File: src/rtl/pcm_slot_pkg.sv
// Shared constants, fill-code type and bit helpers for the PCM slot serdes.
// Assumes a fixed 16-bit slot carrying a 13-bit narrowband sample.
package pcm_slot_pkg;
    localparam int SAMPLE_W  = 13;
    localparam int SLOT_BITS = 16;
    localparam int FILL_W    = SLOT_BITS - SAMPLE_W;
    localparam int BIT_W     = $clog2(SLOT_BITS);

    typedef enum logic [1:0] {
        FILL_ZERO  = 2'd0,
        FILL_ONE   = 2'd1,
        FILL_SIGN  = 2'd2,
        FILL_CONST = 2'd3
    } fill_mode_t;

    // Reverse the order of the sample bits.
    function automatic logic [SAMPLE_W-1:0] flip_sample(input logic [SAMPLE_W-1:0] s);
        logic [SAMPLE_W-1:0] r;
        for (int i = 0; i < SAMPLE_W; i++) r[i] = s[SAMPLE_W-1-i];
        return r;
    endfunction
endpackage

File: src/rtl/pcm_slot_match.sv
// Finds the enabled channel whose slot equals the current slot number.
// If two channels claim one slot, the lowest channel index wins.
module pcm_slot_match #(
    parameter int NUM_CH = 3,
    parameter int SLOT_W = 4,
    parameter int CH_W   = 2
) (
    input  logic [NUM_CH-1:0]        cfg_en,
    input  logic [NUM_CH*SLOT_W-1:0] cfg_slot,
    input  logic [SLOT_W-1:0]        slot_num,
    output logic                     hit,
    output logic [CH_W-1:0]          owner
);
    // Priority search from the top so that the lowest index wins.
    always_comb begin
        hit   = 1'b0;
        owner = '0;
        for (int i = NUM_CH - 1; i >= 0; i--) begin
            if (cfg_en[i] && (cfg_slot[i*SLOT_W +: SLOT_W] == slot_num)) begin
                hit   = 1'b1;
                owner = CH_W'(i);
            end
        end
    end
endmodule

File: src/rtl/pcm_tx_pack.sv
// Builds the 16-bit transmit word, whose bit 15 goes out in slot bit 0.
// The word is built from a sample, a bit order, a placement and a fill code.
module pcm_tx_pack
    import pcm_slot_pkg::*;
(
    input  logic [SAMPLE_W-1:0]  sample,
    input  logic                 lsb_first,
    input  logic                 right_just,
    input  logic [1:0]           fill_code,
    input  logic [FILL_W-1:0]    fill_const,
    output logic [SLOT_BITS-1:0] word
);
    logic [SAMPLE_W-1:0] seq;
    logic [FILL_W-1:0]   fill;

    // Put the sample bits into wire order.
    always_comb seq = lsb_first ? flip_sample(sample) : sample;

    // Pick the spare-bit pattern.
    always_comb begin
        unique case (fill_mode_t'(fill_code))
            FILL_ZERO:  fill = '0;
            FILL_ONE:   fill = '1;
            FILL_SIGN:  fill = {FILL_W{sample[SAMPLE_W-1]}};
            default:    fill = fill_const;
        endcase
    end

    // Place the sample ahead of or behind the spare field.
    always_comb word = right_just ? {fill, seq} : {seq, fill};
endmodule

File: src/rtl/pcm_rx_unpack.sv
// Takes the 13 sample bits out of a received 16-bit word (first bit in bit 15).
// The spare bits are dropped.
module pcm_rx_unpack
    import pcm_slot_pkg::*;
(
    input  logic [SLOT_BITS-1:0] word,
    input  logic                 lsb_first,
    input  logic                 right_just,
    output logic [SAMPLE_W-1:0]  sample
);
    logic [SAMPLE_W-1:0] seq;

    // Select the sample field according to its placement.
    always_comb seq = right_just ? word[SAMPLE_W-1:0] : word[SLOT_BITS-1:FILL_W];

    // Undo the wire bit order.
    always_comb sample = lsb_first ? flip_sample(seq) : seq;
endmodule

File: src/rtl/pcm_slot_serdes.sv
// Top of the PCM slot serializer/deserializer.
// Assumes that the timing inputs come from a frame timing unit: single-cycle
// rise/fall strobes that never coincide, and a slot_num/bit_num that is held
// from one rising strobe to the next. pcm_dout is meaningful only while pcm_doe is 1.
module pcm_slot_serdes
    import pcm_slot_pkg::*;
#(
    parameter int NUM_CH = 3,
    parameter int SLOT_W = 4
) (
    input  logic                          clk,
    input  logic                          rst_n,
    input  logic                          rise_stb,
    input  logic                          fall_stb,
    input  logic [SLOT_W-1:0]             slot_num,
    input  logic [3:0]                    bit_num,
    input  logic                          pcm_din,
    input  logic [NUM_CH*13-1:0]          tx_sample,
    input  logic [NUM_CH-1:0]             cfg_en,
    input  logic [NUM_CH*SLOT_W-1:0]      cfg_slot,
    input  logic [NUM_CH-1:0]             cfg_lsb_first,
    input  logic [NUM_CH-1:0]             cfg_right_just,
    input  logic [NUM_CH*2-1:0]           cfg_fill,
    input  logic [NUM_CH*3-1:0]           cfg_fill_const,
    output logic                          pcm_dout,
    output logic                          pcm_doe,
    output logic [NUM_CH*13-1:0]          rx_sample,
    output logic [NUM_CH-1:0]             rx_valid
);
    localparam int CH_W     = (NUM_CH > 1) ? $clog2(NUM_CH) : 1;
    localparam logic [BIT_W-1:0] LAST_BIT = BIT_W'(SLOT_BITS - 1);

    logic                  hit;
    logic [CH_W-1:0]       owner;
    logic [SLOT_BITS-1:0]  tx_word;
    logic [SLOT_BITS-1:0]  word_q;
    logic [CH_W-1:0]       owner_q;
    logic                  act_q;
    logic                  doe_q;
    logic                  dout_q;
    logic [SLOT_BITS-2:0]  rx_sr;
    logic [SAMPLE_W-1:0]   rx_word_sample;
    logic [SAMPLE_W-1:0]   rx_data_q [NUM_CH];
    logic [NUM_CH-1:0]     rx_valid_q;
    logic                  last_fall;

    pcm_slot_match #(.NUM_CH(NUM_CH), .SLOT_W(SLOT_W), .CH_W(CH_W)) i_match (
        .cfg_en   (cfg_en),
        .cfg_slot (cfg_slot),
        .slot_num (slot_num),
        .hit      (hit),
        .owner    (owner)
    );

    pcm_tx_pack i_pack (
        .sample     (tx_sample[owner*SAMPLE_W +: SAMPLE_W]),
        .lsb_first  (cfg_lsb_first[owner]),
        .right_just (cfg_right_just[owner]),
        .fill_code  (cfg_fill[owner*2 +: 2]),
        .fill_const (cfg_fill_const[owner*FILL_W +: FILL_W]),
        .word       (tx_word)
    );

    pcm_rx_unpack i_unpack (
        .word       ({rx_sr, pcm_din}),
        .lsb_first  (cfg_lsb_first[owner_q]),
        .right_just (cfg_right_just[owner_q]),
        .sample     (rx_word_sample)
    );

    always_comb last_fall = fall_stb && (bit_num == LAST_BIT);

    // Slot ownership and transmit word capture at the start of each slot.
    always_ff @(posedge clk) begin
        if (!rst_n) begin
            act_q   <= 1'b0;
            owner_q <= '0;
            word_q  <= '0;
        end else if (rise_stb && bit_num == '0) begin
            act_q   <= hit;
            owner_q <= owner;
            word_q  <= tx_word;
        end
    end

    // Serial output bit, updated on each rising strobe.
    always_ff @(posedge clk) begin
        if (!rst_n)
            dout_q <= 1'b0;
        else if (rise_stb)
            dout_q <= (bit_num == '0) ? (hit && tx_word[SLOT_BITS-1])
                                      : (act_q && word_q[LAST_BIT - bit_num]);
    end

    // Output enable: on at bit 0 of an owned slot, off after the last falling strobe.
    always_ff @(posedge clk) begin
        if (!rst_n)
            doe_q <= 1'b0;
        else if (rise_stb && bit_num == '0)
            doe_q <= hit;
        else if (last_fall)
            doe_q <= 1'b0;
    end

    // Receive shift register, loaded on falling strobes of an owned slot.
    always_ff @(posedge clk) begin
        if (!rst_n)
            rx_sr <= '0;
        else if (fall_stb && act_q)
            rx_sr <= {rx_sr[SLOT_BITS-3:0], pcm_din};
    end

    // Sample hand-off to the owning channel with a one-cycle valid pulse.
    always_ff @(posedge clk) begin
        if (!rst_n) begin
            rx_valid_q <= '0;
            for (int c = 0; c < NUM_CH; c++) rx_data_q[c] <= '0;
        end else begin
            rx_valid_q <= '0;
            if (last_fall && act_q) begin
                rx_data_q[owner_q]  <= rx_word_sample;
                rx_valid_q[owner_q] <= 1'b1;
            end
        end
    end

    for (genvar g = 0; g < NUM_CH; g++) begin : g_rx_out
        assign rx_sample[g*SAMPLE_W +: SAMPLE_W] = rx_data_q[g];
    end

    assign pcm_dout = dout_q;
    assign pcm_doe  = doe_q;
    assign rx_valid = rx_valid_q;
endmodule

File: config.mk
export PLATFORM = sky130hd
export DESIGN_NAME = pcm_slot_serdes
export DESIGN_NICKNAME = d
export VERILOG_FILES = /design/src/rtl/pcm_slot_pkg.sv /design/src/rtl/pcm_slot_match.sv /design/src/rtl/pcm_tx_pack.sv /design/src/rtl/pcm_rx_unpack.sv /design/src/rtl/pcm_slot_serdes.sv
export SDC_FILE = /design/constraint.sdc
export NUM_CORES = 1
export LEC_CHECK = 0
export BUFFER_PORTS_ARGS = -buffer_cell sky130_fd_sc_hd__buf_2
export CAP_MARGIN = 10
export CORE_MARGIN = 10
export CORE_UTILIZATION = 55
export DETAILED_ROUTE_END_ITERATION = 8
export PLACE_DENSITY_LB_ADDON = 0.12
export SLEW_MARGIN = 20
export SYNTH_ARGS = -nofsm -noshare
export SYNTH_HDL_FRONTEND = slang
export SYNTH_SLANG_ARGS = --single-unit
File: constraint.sdc
create_clock -name clk -period 4.7 [get_ports clk]
set_clock_uncertainty 0.15 [all_clocks]
set_input_delay 0.94 -clock clk [delete_from_list [all_inputs] [get_ports clk]]
set_output_delay 0.94 -clock clk [all_outputs]
set_load 0.05 [all_outputs]
==> impl_table.tex, run 1 <==
\begin{tabular}{lr}
\hline
Metric & Value \\
\hline
\multicolumn{2}{l}{\textbf{Outcome}} \\
\quad Result of the run & completed \\
\multicolumn{2}{l}{\textbf{Final layout}} \\
\quad Final \#Nets & 629 \\
\quad Final instance area & 0.00497 sq mm \\
\quad Layout area overhead & 21.6\% \\
\quad Share of layout cells above drive strength 1 & 32.6\% \\
\quad Count of fill cells added during filler insertion & 584 \\
\quad \# diodes & 0 \\
\multicolumn{2}{l}{\textbf{Route}} \\
\quad Routed wirelength normalized by instance count & about 16 um \\
\quad DRT Pass-1 Iters & 5 \\
\quad Initial DRC count & 142 \\
\quad Final antenna-violating net count & 0 \\
\quad Number of vias after detailed routing & between 3000 and 4000 \\
\quad DRC errors left & 0 \\
\quad Detailed Route WL & roughly 10 mm \\
\quad Avg Vias per Cell & 5.44 \\
\multicolumn{2}{l}{\textbf{GRT}} \\
\quad Number of antenna violations at the first check in global routing & 0 \\
\quad Remaining global-route overflow & 0 \\
\quad Vias in the first global route & 3669 \\
\quad Gr usage total & 17.7\% \\
\quad Wire length of the first global-routing pass & 16.6 mm \\
\quad Largest net degree at the start of global routing & 42 \\
\multicolumn{2}{l}{\textbf{Job}} \\
\quad Number of violations of the max-capacitance limit & 0 \\
\multicolumn{2}{l}{\textbf{Logic synthesis}} \\
\quad Cell taking the most area after synthesis & edfxtp\_1 \\
\quad Ys flop type & edfxtp\_1 \\
\quad Share of async-settable or async-resettable flops after synthesis & 0\% \\
\quad Number of enable-type register cells in the synthesized netlist & 39 \\
\quad Seq/Total Area, Yosys & 47.8\% \\
\quad Cell area after synthesis & 0.00409 sq mm \\
\quad Cell count after synthesis & 423 \\
\quad Mean area per synthesized cell & 9.66 sq um \\
\quad Synthesized Nets & 511 \\
\quad Yosys cell types & 47 \\
\quad Share of the synthesized area in the top cell type & 28.7\% \\
\quad Warnings from Yosys & 0 \\
\quad Seq cells post-synth & 78 \\
\quad Biggest area contributors in the synthesized netlist & edfxtp\_1 29\%, dfxtp\_1 19\%, mux2i\_1 6.4\% \\
\quad Dominant cell by count in the synthesized netlist & nand2\_1 \\
\quad Synth top cells by count & 69 x nand2\_1, 57 x nor2\_1, 39 x dfxtp\_1, 39 x edfxtp\_1, 26 x mux2i\_1 \\
\multicolumn{2}{l}{\textbf{Placement}} \\
\quad Post-detailed-placement half-perimeter wirelength & $\sim$8 mm \\
\quad Total cell area at the placement stage & approximately 0.0048 sq mm \\
\quad Port Buffer Count & 131 \\
\quad Final GP Congestion & 0.857 \\
\multicolumn{2}{l}{\textbf{Power and ir drop}} \\
\quad Leak & 1.99 nW \\
\quad Power per standard cell area & 293 mW/mm\^{}2 \\
\quad Maximum ir drop on the vdd rail & approximately 0.00016 V \\
\multicolumn{2}{l}{\textbf{Floorplanning}} \\
\quad I/O pin total & 132 \\
\quad Overall die area & 0.0113 sq mm \\
\quad Starting density of the core & between 50 and 60\% \\
\quad Core area & 0.00725 sq mm \\
\quad Die W & 106 um \\
\quad Die Span Y & 106 um \\
\quad Row Count & 31 \\
\multicolumn{2}{l}{\textbf{STA}} \\
\quad Slew Limit Fails & 0 \\
\quad Time the worst path needs with I/O delays and setup & approximately 3.3 ns \\
\quad Measured slew at the worst slew-check pin & 0.772 ns \\
\quad Final Hold Vio Count & 0 \\
\quad Number of endpoints failing setup at the final stage & 0 \\
\quad Sum Neg Setup Slack & 0 ns \\
\quad Min Hold Slack & 0.317 ns \\
\quad RSZ-0062 raised after global routing & false \\
\quad Peak Freq & 300 MHz \\
\quad Period utilisation layout & 71.0\% \\
\quad Worst slew margin relative to its limit & about half \\
\multicolumn{2}{l}{\textbf{CTS}} \\
\quad Root buffer selected by CTS & clkbuf\_8 \\
\quad Number of clock buffers inserted by TritonCTS & 9 \\
\quad \# clock sinks & 78 \\
\quad Level count of the clock H-tree & 3 \\
\quad Clock network latency to the later pin of the worst-skew pair & roughly 0.35 ns \\
\quad Clock tree from TritonCTS & built \\
\quad Hold buffer count at CTS & 0 \\
\quad Max Root-Sink Buffers & 2 \\
\quad CTS clock-pin slew for the worst setup and hold paths & 0.08 ns \\
\quad CTS-repair resized insts & 0 \\
\quad Setup bufs post-CTS & 0 \\
\multicolumn{2}{l}{\textbf{Critical path}} \\
\quad R2r setup slk & 2.56 ns \\
\quad Critical Path Sink Type & flip-flop \\
\quad Arrival @ worst endpoint & roughly 3.5 ns \\
\quad Category of the critical setup timing path & in2reg \\
\quad Element type at the critical path start & input pin \\
\quad Worst reg2reg path endpoint & rx\_data\_q[0][10] \\
\quad Required time of the critical path & 4.81 ns \\
\quad Max FO, Critical Path & 28 \\
\quad Depth of the most critical reg-to-reg path & 4 \\
\quad Critical register-to-register path startpoint & act\_q \\
\multicolumn{2}{l}{\textbf{Worst hold path}} \\
\quad Startpoint of the lowest-slack hold path & pcm\_doe \\
\quad End point of the worst hold path & pcm\_doe \\
\quad Hold path depth & 2 \\
\quad Kind of path behind the tightest hold check & reg2reg \\
\hline
\end{tabular}
-- state kept, by name (all words and copies together) (netlist names) --
register / flops
word_q: 16
rx_sr: 15
owner_q: 2
pcm_dout: 1
rx_data_q: 39
pcm_doe: 1
rx_valid: 3
act_q: 1
-- power by group --
| part | switching, mW | internal [mW] | leakage (nW) |
|---|---|---|---|
| logic | 0.139 | 0.0806 | 1.18 |
| registers | 0.00438 | 0.727 | 0.706 |
| clock network | 0.242 | 0.263 | 0.103 |
| total | 0.385 | 1.07 | 1.99 |
-- per-layer routing --
metal  global-route usage (%)  part of all wire [%]  vias up
met4                     6.96                   2.2        0
met5                        0                     0        -
met1                     18.9                    40     1580
met2                     30.7                    49      143
met3                     6.94                   9.3       17
li1                         -                     -     1766
-- layout by cell type (no fill, tap or decap), types with 2 or more instances in the layout --
cell type | Yosys | layout
buf_2 | 9 | 131
nand2_1 | 69 | 69
nor2_1 | 57 | 57
dfxtp_1 | 39 | 39
edfxtp_1 | 39 | 39
mux2i_1 | 26 | 26
nand3_1 | 22 | 22
a31oi_1 | 15 | 15
a21boi_0 | 15 | 15
o21ai_0 | 13 | 13
mux2_2 | 13 | 13
o221ai_1 | 13 | 13
xnor2_1 | 10 | 10
clkbuf_8 | 0 | 10
and2_1 | 7 | 7
inv_1 | 6 | 6
nor4_1 | 5 | 5
mux4_2 | 5 | 5
buf_4 | 1 | 4
nor3_1 | 3 | 3
o21ai_1 | 3 | 3
or2_1 | 3 | 3
and3_1 | 2 | 2
xor2_1 | 2 | 2
nand4_1 | 2 | 2
a222oi_1 | 2 | 2
a21o_1 | 2 | 2
nand3_2 | 2 | 2
a21oi_2 | 2 | 2
a21oi_1 | 2 | 2
inv_6 | 0 | 2
-- worst max-delay path by stage --
stage,start,endpoint,cells after the start
3_5_place_dp,slot_num[0],word_q[3],9
2_1_floorplan,bit_num[0],rx_data_q[0][0],7
5_1_grt,slot_num[0],word_q[1],9
4_1_cts,slot_num[0],word_q[3],9
6_report,slot_num[0],word_q[3],9
3_3_place_gp,slot_num[1],word_q[0],9
-- kinds of logic after synthesis --
kind of cell           Yosys count  share of synthesized area [%]
AND/OR/NAND/NOR                178                           19.2
flip-flops                      78                           47.8
AO/OA/AOI/OAI                   76                           13.5
multiplexers                    45                           13.1
buffers and inverters           34                           3.86
XOR/XNOR                        12                           2.57
-- worst max-delay path, cell delays in order --
cell,delay (ns)
buf_2,0.13
xnor2_1,0.13
nand3_1,0.13
or2_1,0.40
nand3_2,0.50
nor2_1,0.32
a21o_1,0.20
nand3_1,0.38
o221ai_1,0.32
-- through the flow --
step / util [%] / worst slack (ns) / std cells / power, mW
after floorplan: - / 1.78 / 423 / 0.895
final: 68.5 / 1.36 / 645 / 1.46
after detailed placement: 65.6 / 0.987 / 629 / 0.968
after global routing: 68.5 / 1.03 / 645 / 1.51
after CTS: 68.5 / 1.37 / 645 / 1.47
after global placement: 65.6 / 1.11 / 629 / 0.964
-- layout make-up --
| cell class | count | area, sq um | share of cell area, % |
|---|---|---|---|
| clock buffer | 10 | 138 | 2.77 |
| clock inverter | 6 | 68.8 | 1.39 |
| inverter | 6 | 22.5 | 0.454 |
| multi-input combinational | 311 | 1980 | 39.8 |
| sequential | 78 | 1950 | 39.3 |
| tap | 99 | 124 | 2.49 |
| timing repair buffer | 135 | 686 | 13.8 |
No activity file was read; power rests on OpenSTA's default activity.
==> run 2: changes to the inputs <==
CORE_UTILIZATION = 46   (was 55)
clock period = 2.8 ns   (was 4.7 ns; I/O delays follow)
==> impl_table.tex, run 2 (synthesis gave the netlist of run 1 again) <==
\begin{tabular}{lr}
\hline
Metric & Value \\
\hline
\multicolumn{2}{l}{\textbf{CTS}} \\
\quad Max Root-Sink Buffers & 2 (unchanged) \\
\quad Clock network latency to the later pin of the worst-skew pair & 0.34 ns (about the same) \\
\quad Root buffer selected by CTS & clkbuf\_8 \\
\quad CTS-repair resized insts & 0 (unchanged) \\
\quad Setup bufs post-CTS & 0 (unchanged) \\
\quad Number of clock buffers inserted by TritonCTS & 9 (unchanged) \\
\quad CTS clock-pin slew for the worst setup and hold paths & 0.08 ns (about the same) \\
\quad \# clock sinks & 78 (unchanged) \\
\quad Level count of the clock H-tree & 3 (unchanged) \\
\quad Clock tree from TritonCTS & built \\
\quad Hold buffer count at CTS & 0 (unchanged) \\
\multicolumn{2}{l}{\textbf{STA}} \\
\quad Crit path setup slack, layout & 0.365 ns (-0.997 ns) \\
\quad Period utilisation layout & 87.0\% \\
\quad Peak Freq & 411 MHz \\
\quad Final Hold Vio Count & 0 (unchanged) \\
\quad Time the worst path needs with I/O delays and setup & 2.43 ns \\
\quad Worst slew margin relative to its limit & 54.8\% (+6.3 points) \\
\quad Measured slew at the worst slew-check pin & 0.676 ns (-0.0959 ns) \\
\quad Slew Limit Fails & 0 (unchanged) \\
\quad Number of endpoints failing setup at the final stage & 0 (unchanged) \\
\quad Sum Neg Setup Slack & 0 ns (unchanged) \\
\quad RSZ-0062 raised after global routing & false \\
\multicolumn{2}{l}{\textbf{Placement}} \\
\quad Total cell area at the placement stage & 0.00490 sq mm (+3.0\%) \\
\quad Final GP Congestion & 0.910 (+6.1\%) \\
\quad Cell count after placement & 654 (+4.0\%) \\
\quad Port Buffer Count & 131 (unchanged) \\
\quad Post-detailed-placement half-perimeter wirelength & 8.79 mm (+8.5\%) \\
\quad Pre-CTS setup slack & 0.00326 ns (-0.983 ns) \\
\multicolumn{2}{l}{\textbf{Route}} \\
\quad Number of vias after detailed routing & 3560 (+1.5\%) \\
\quad Initial DRC count & 196 (+38\%) \\
\quad Detailed Route WL & 11.1 mm (+9.6\%) \\
\quad Avg Vias per Cell & 5.31 (-2.2\%) \\
\quad Routed wirelength normalized by instance count & 16.6 um (+5.5\%) \\
\quad Final antenna-violating net count & 0 (unchanged) \\
\quad DRT Pass-1 Iters & 4 (-1) \\
\quad DRC errors left & 0 (unchanged) \\
\multicolumn{2}{l}{\textbf{Final layout}} \\
\quad Registers with the most flip-flops & rx\_data\_q (39), word\_q (16), rx\_sr (15) \\
\quad Post-route non-filler standard cell count & 670 (+3.9\%) \\
\quad Final instance area & 0.00512 sq mm (+3.2\%) \\
\quad Max reg flops & 39 (unchanged) \\
\quad Final \#Nets & 645 (+2.5\%) \\
\quad Multi-input combinational cell area & 0.00198 sq mm (unchanged) \\
\quad Commonest non-fill, non-tap cell in the layout & buf\_2 \\
\quad Sequential cell area & 0.00195 sq mm (unchanged) \\
\quad Count of fill cells added during filler insertion & 796 (+36\%) \\
\quad Layout area overhead & 25.4\% \\
\quad \# diodes & 0 (unchanged) \\
\quad Reg with most FFs & rx\_data\_q \\
\quad Final core occ & 59.0\% (-9.4 points) \\
\quad Commonest non-fill, non-tap cells in the layout & 131 x buf\_2, 69 x nand2\_1, 57 x nor2\_1, 39 x dfxtp\_1, 39 x edfxtp\_1 \\
\quad Share of layout cells above drive strength 1 & 34.3\% (+1.7 points) \\
\multicolumn{2}{l}{\textbf{Critical path}} \\
\quad Element type at the critical path start & input pin \\
\quad Cell breakdown of the critical path & buf\_2, xnor2\_1, nand3\_1, buf\_4, nor2\_1, o21ai\_0, a222oi\_1, o211ai\_1, o21ai\_1, o221ai\_1 \\
\quad Critical register-to-register path startpoint & owner\_q[1] \\
\quad Category of the critical setup timing path & in2reg \\
\quad Arrival @ worst endpoint & 2.49 ns (-0.96 ns) \\
\quad Cell with the largest stage delay on the worst path & a222oi\_1 \\
\quad Max FO, Critical Path & 4 (-86\%) \\
\quad Critical Path Sink Type & flip-flop \\
\quad Worst reg2reg path endpoint & rx\_data\_q[0][2] \\
\quad Required time of the critical path & 2.85 ns (-1.96 ns) \\
\quad R2r setup slk & 0.63 ns (-1.93 ns) \\
\quad Crit-path max cell delay & 0.41 ns (-0.09 ns) \\
\quad Depth of the most critical reg-to-reg path & 7 (+3) \\
\multicolumn{2}{l}{\textbf{GRT}} \\
\quad GR Util met1 & 20.4\% (+1.5 points) \\
\quad Met2 capacity usage during global routing & 28.5\% (-2.3 points) \\
\quad Remaining global-route overflow & 0 (unchanged) \\
\quad Global-route layer with the greatest usage & met2 \\
\quad Largest net degree at the start of global routing & 29 (-31\%) \\
\quad Vias in the first global route & 3937 (+7.3\%) \\
\quad Wire length of the first global-routing pass & 18.7 mm (+12\%) \\
\quad Gr usage total & 17.3\% (-0.40 points) \\
\quad Number of antenna violations at the first check in global routing & 0 (unchanged) \\
\quad Grt met3 use & 6.24\% (-0.71 points) \\
\multicolumn{2}{l}{\textbf{Power and ir drop}} \\
\quad Net Sw Frac & 26.1\% (-0.33 points) \\
\quad Power per standard cell area & 495 mW/mm\^{}2 (+69\%) \\
\quad Combinational power share & 15.4\% (+0.3 points) \\
\quad Flop pwr share & 48.5\% (-1.7 points) \\
\quad Leak & 2.07 nW (+4.1\%) \\
\quad Clk network pwr share & 36.1\% (+1.4 points) \\
\quad Internal power & 1.87 mW (+75\%) \\
\quad Maximum ir drop on the vdd rail & 0.000190 V (+17\%) \\
\quad Net switching power & 0.662 mW (+72\%) \\
\multicolumn{2}{l}{\textbf{Floorplanning}} \\
\quad I/O pin total & 132 (unchanged) \\
\quad Die Span Y & 114 um (+7.6\%) \\
\quad Overall die area & 0.0130 sq mm (+16\%) \\
\quad Die W & 114 um (+7.6\%) \\
\quad Core area & 0.00868 sq mm (+20\%) \\
\quad Row Count & 34 (+9.7\%) \\
\quad Starting density of the core & 47.1\% (-9.2 points) \\
\multicolumn{2}{l}{\textbf{Job}} \\
\quad Number of violations of the max-capacitance limit & 0 (unchanged) \\
\multicolumn{2}{l}{\textbf{Worst hold path}} \\
\quad Hold path depth & 2 (unchanged) \\
\quad End point of the worst hold path & pcm\_doe \\
\quad Startpoint of the lowest-slack hold path & pcm\_doe \\
\quad Kind of path behind the tightest hold check & reg2reg \\
\multicolumn{2}{l}{\textbf{Outcome}} \\
\quad Result of the run & completed \\
\hline
\end{tabular}
## run 2: cell count changes in the layout (fill, tap and decap cells not counted), sizes merged
cell      delta
clkbuf       -1
inv          -1
buf         +16
bufinv       +1
clkinvlp     +1
## run 2: per-stage QoR
step	power (mW)	hold slack, ns
final	2.53	0.316
after global routing	2.64	0.352
after global placement	1.64	0.299
after floorplan	1.50	0.291
after detailed placement	1.65	0.309
after CTS	2.56	0.322
## run 2: worst max-delay path by stage
stage / startpoint / end / cells past startpoint
3_3_place_gp: slot_num[3] / word_q[15] / 9
3_5_place_dp: slot_num[3] / word_q[15] / 9
6_report: slot_num[1] / word_q[15] / 10
4_1_cts: slot_num[1] / word_q[15] / 10
5_1_grt: slot_num[1] / word_q[15] / 10
2_1_floorplan: bit_num[0] / rx_data_q[0][0] / 7
## run 2: metal layers
layer	part of all wire, %	wire (um)
met1	42	4720
met2	47	5210
met3	9.2	1030
met4	1.5	164
met5	0	0
## run 2: critical path, delay by kind of cell
kind,cells,cell delay [ns]
simple gates,2,0.32
xor+xnor,1,0.15
compound gates,5,1.17
buf+inv,2,0.28
## run 2: cell type report
class	count	area share (%)
flip-flops and latches	78	38.1
inverters	6	0.440
repair buffers	151	16.0
clock inverters	7	1.88
clock buffers	9	2.42
well taps	108	2.64
multi-input cells	311	38.6
## run 2: power by group through the flow
stage	Clock, mW	Sequential [mW]	Combinational, mW
2_1_floorplan	0	1.34	0.163
3_3_place_gp	0	1.25	0.387
3_5_place_dp	0	1.25	0.392
4_1_cts	0.934	1.23	0.393
5_1_grt	0.982	1.23	0.426
6_report	0.915	1.23	0.391
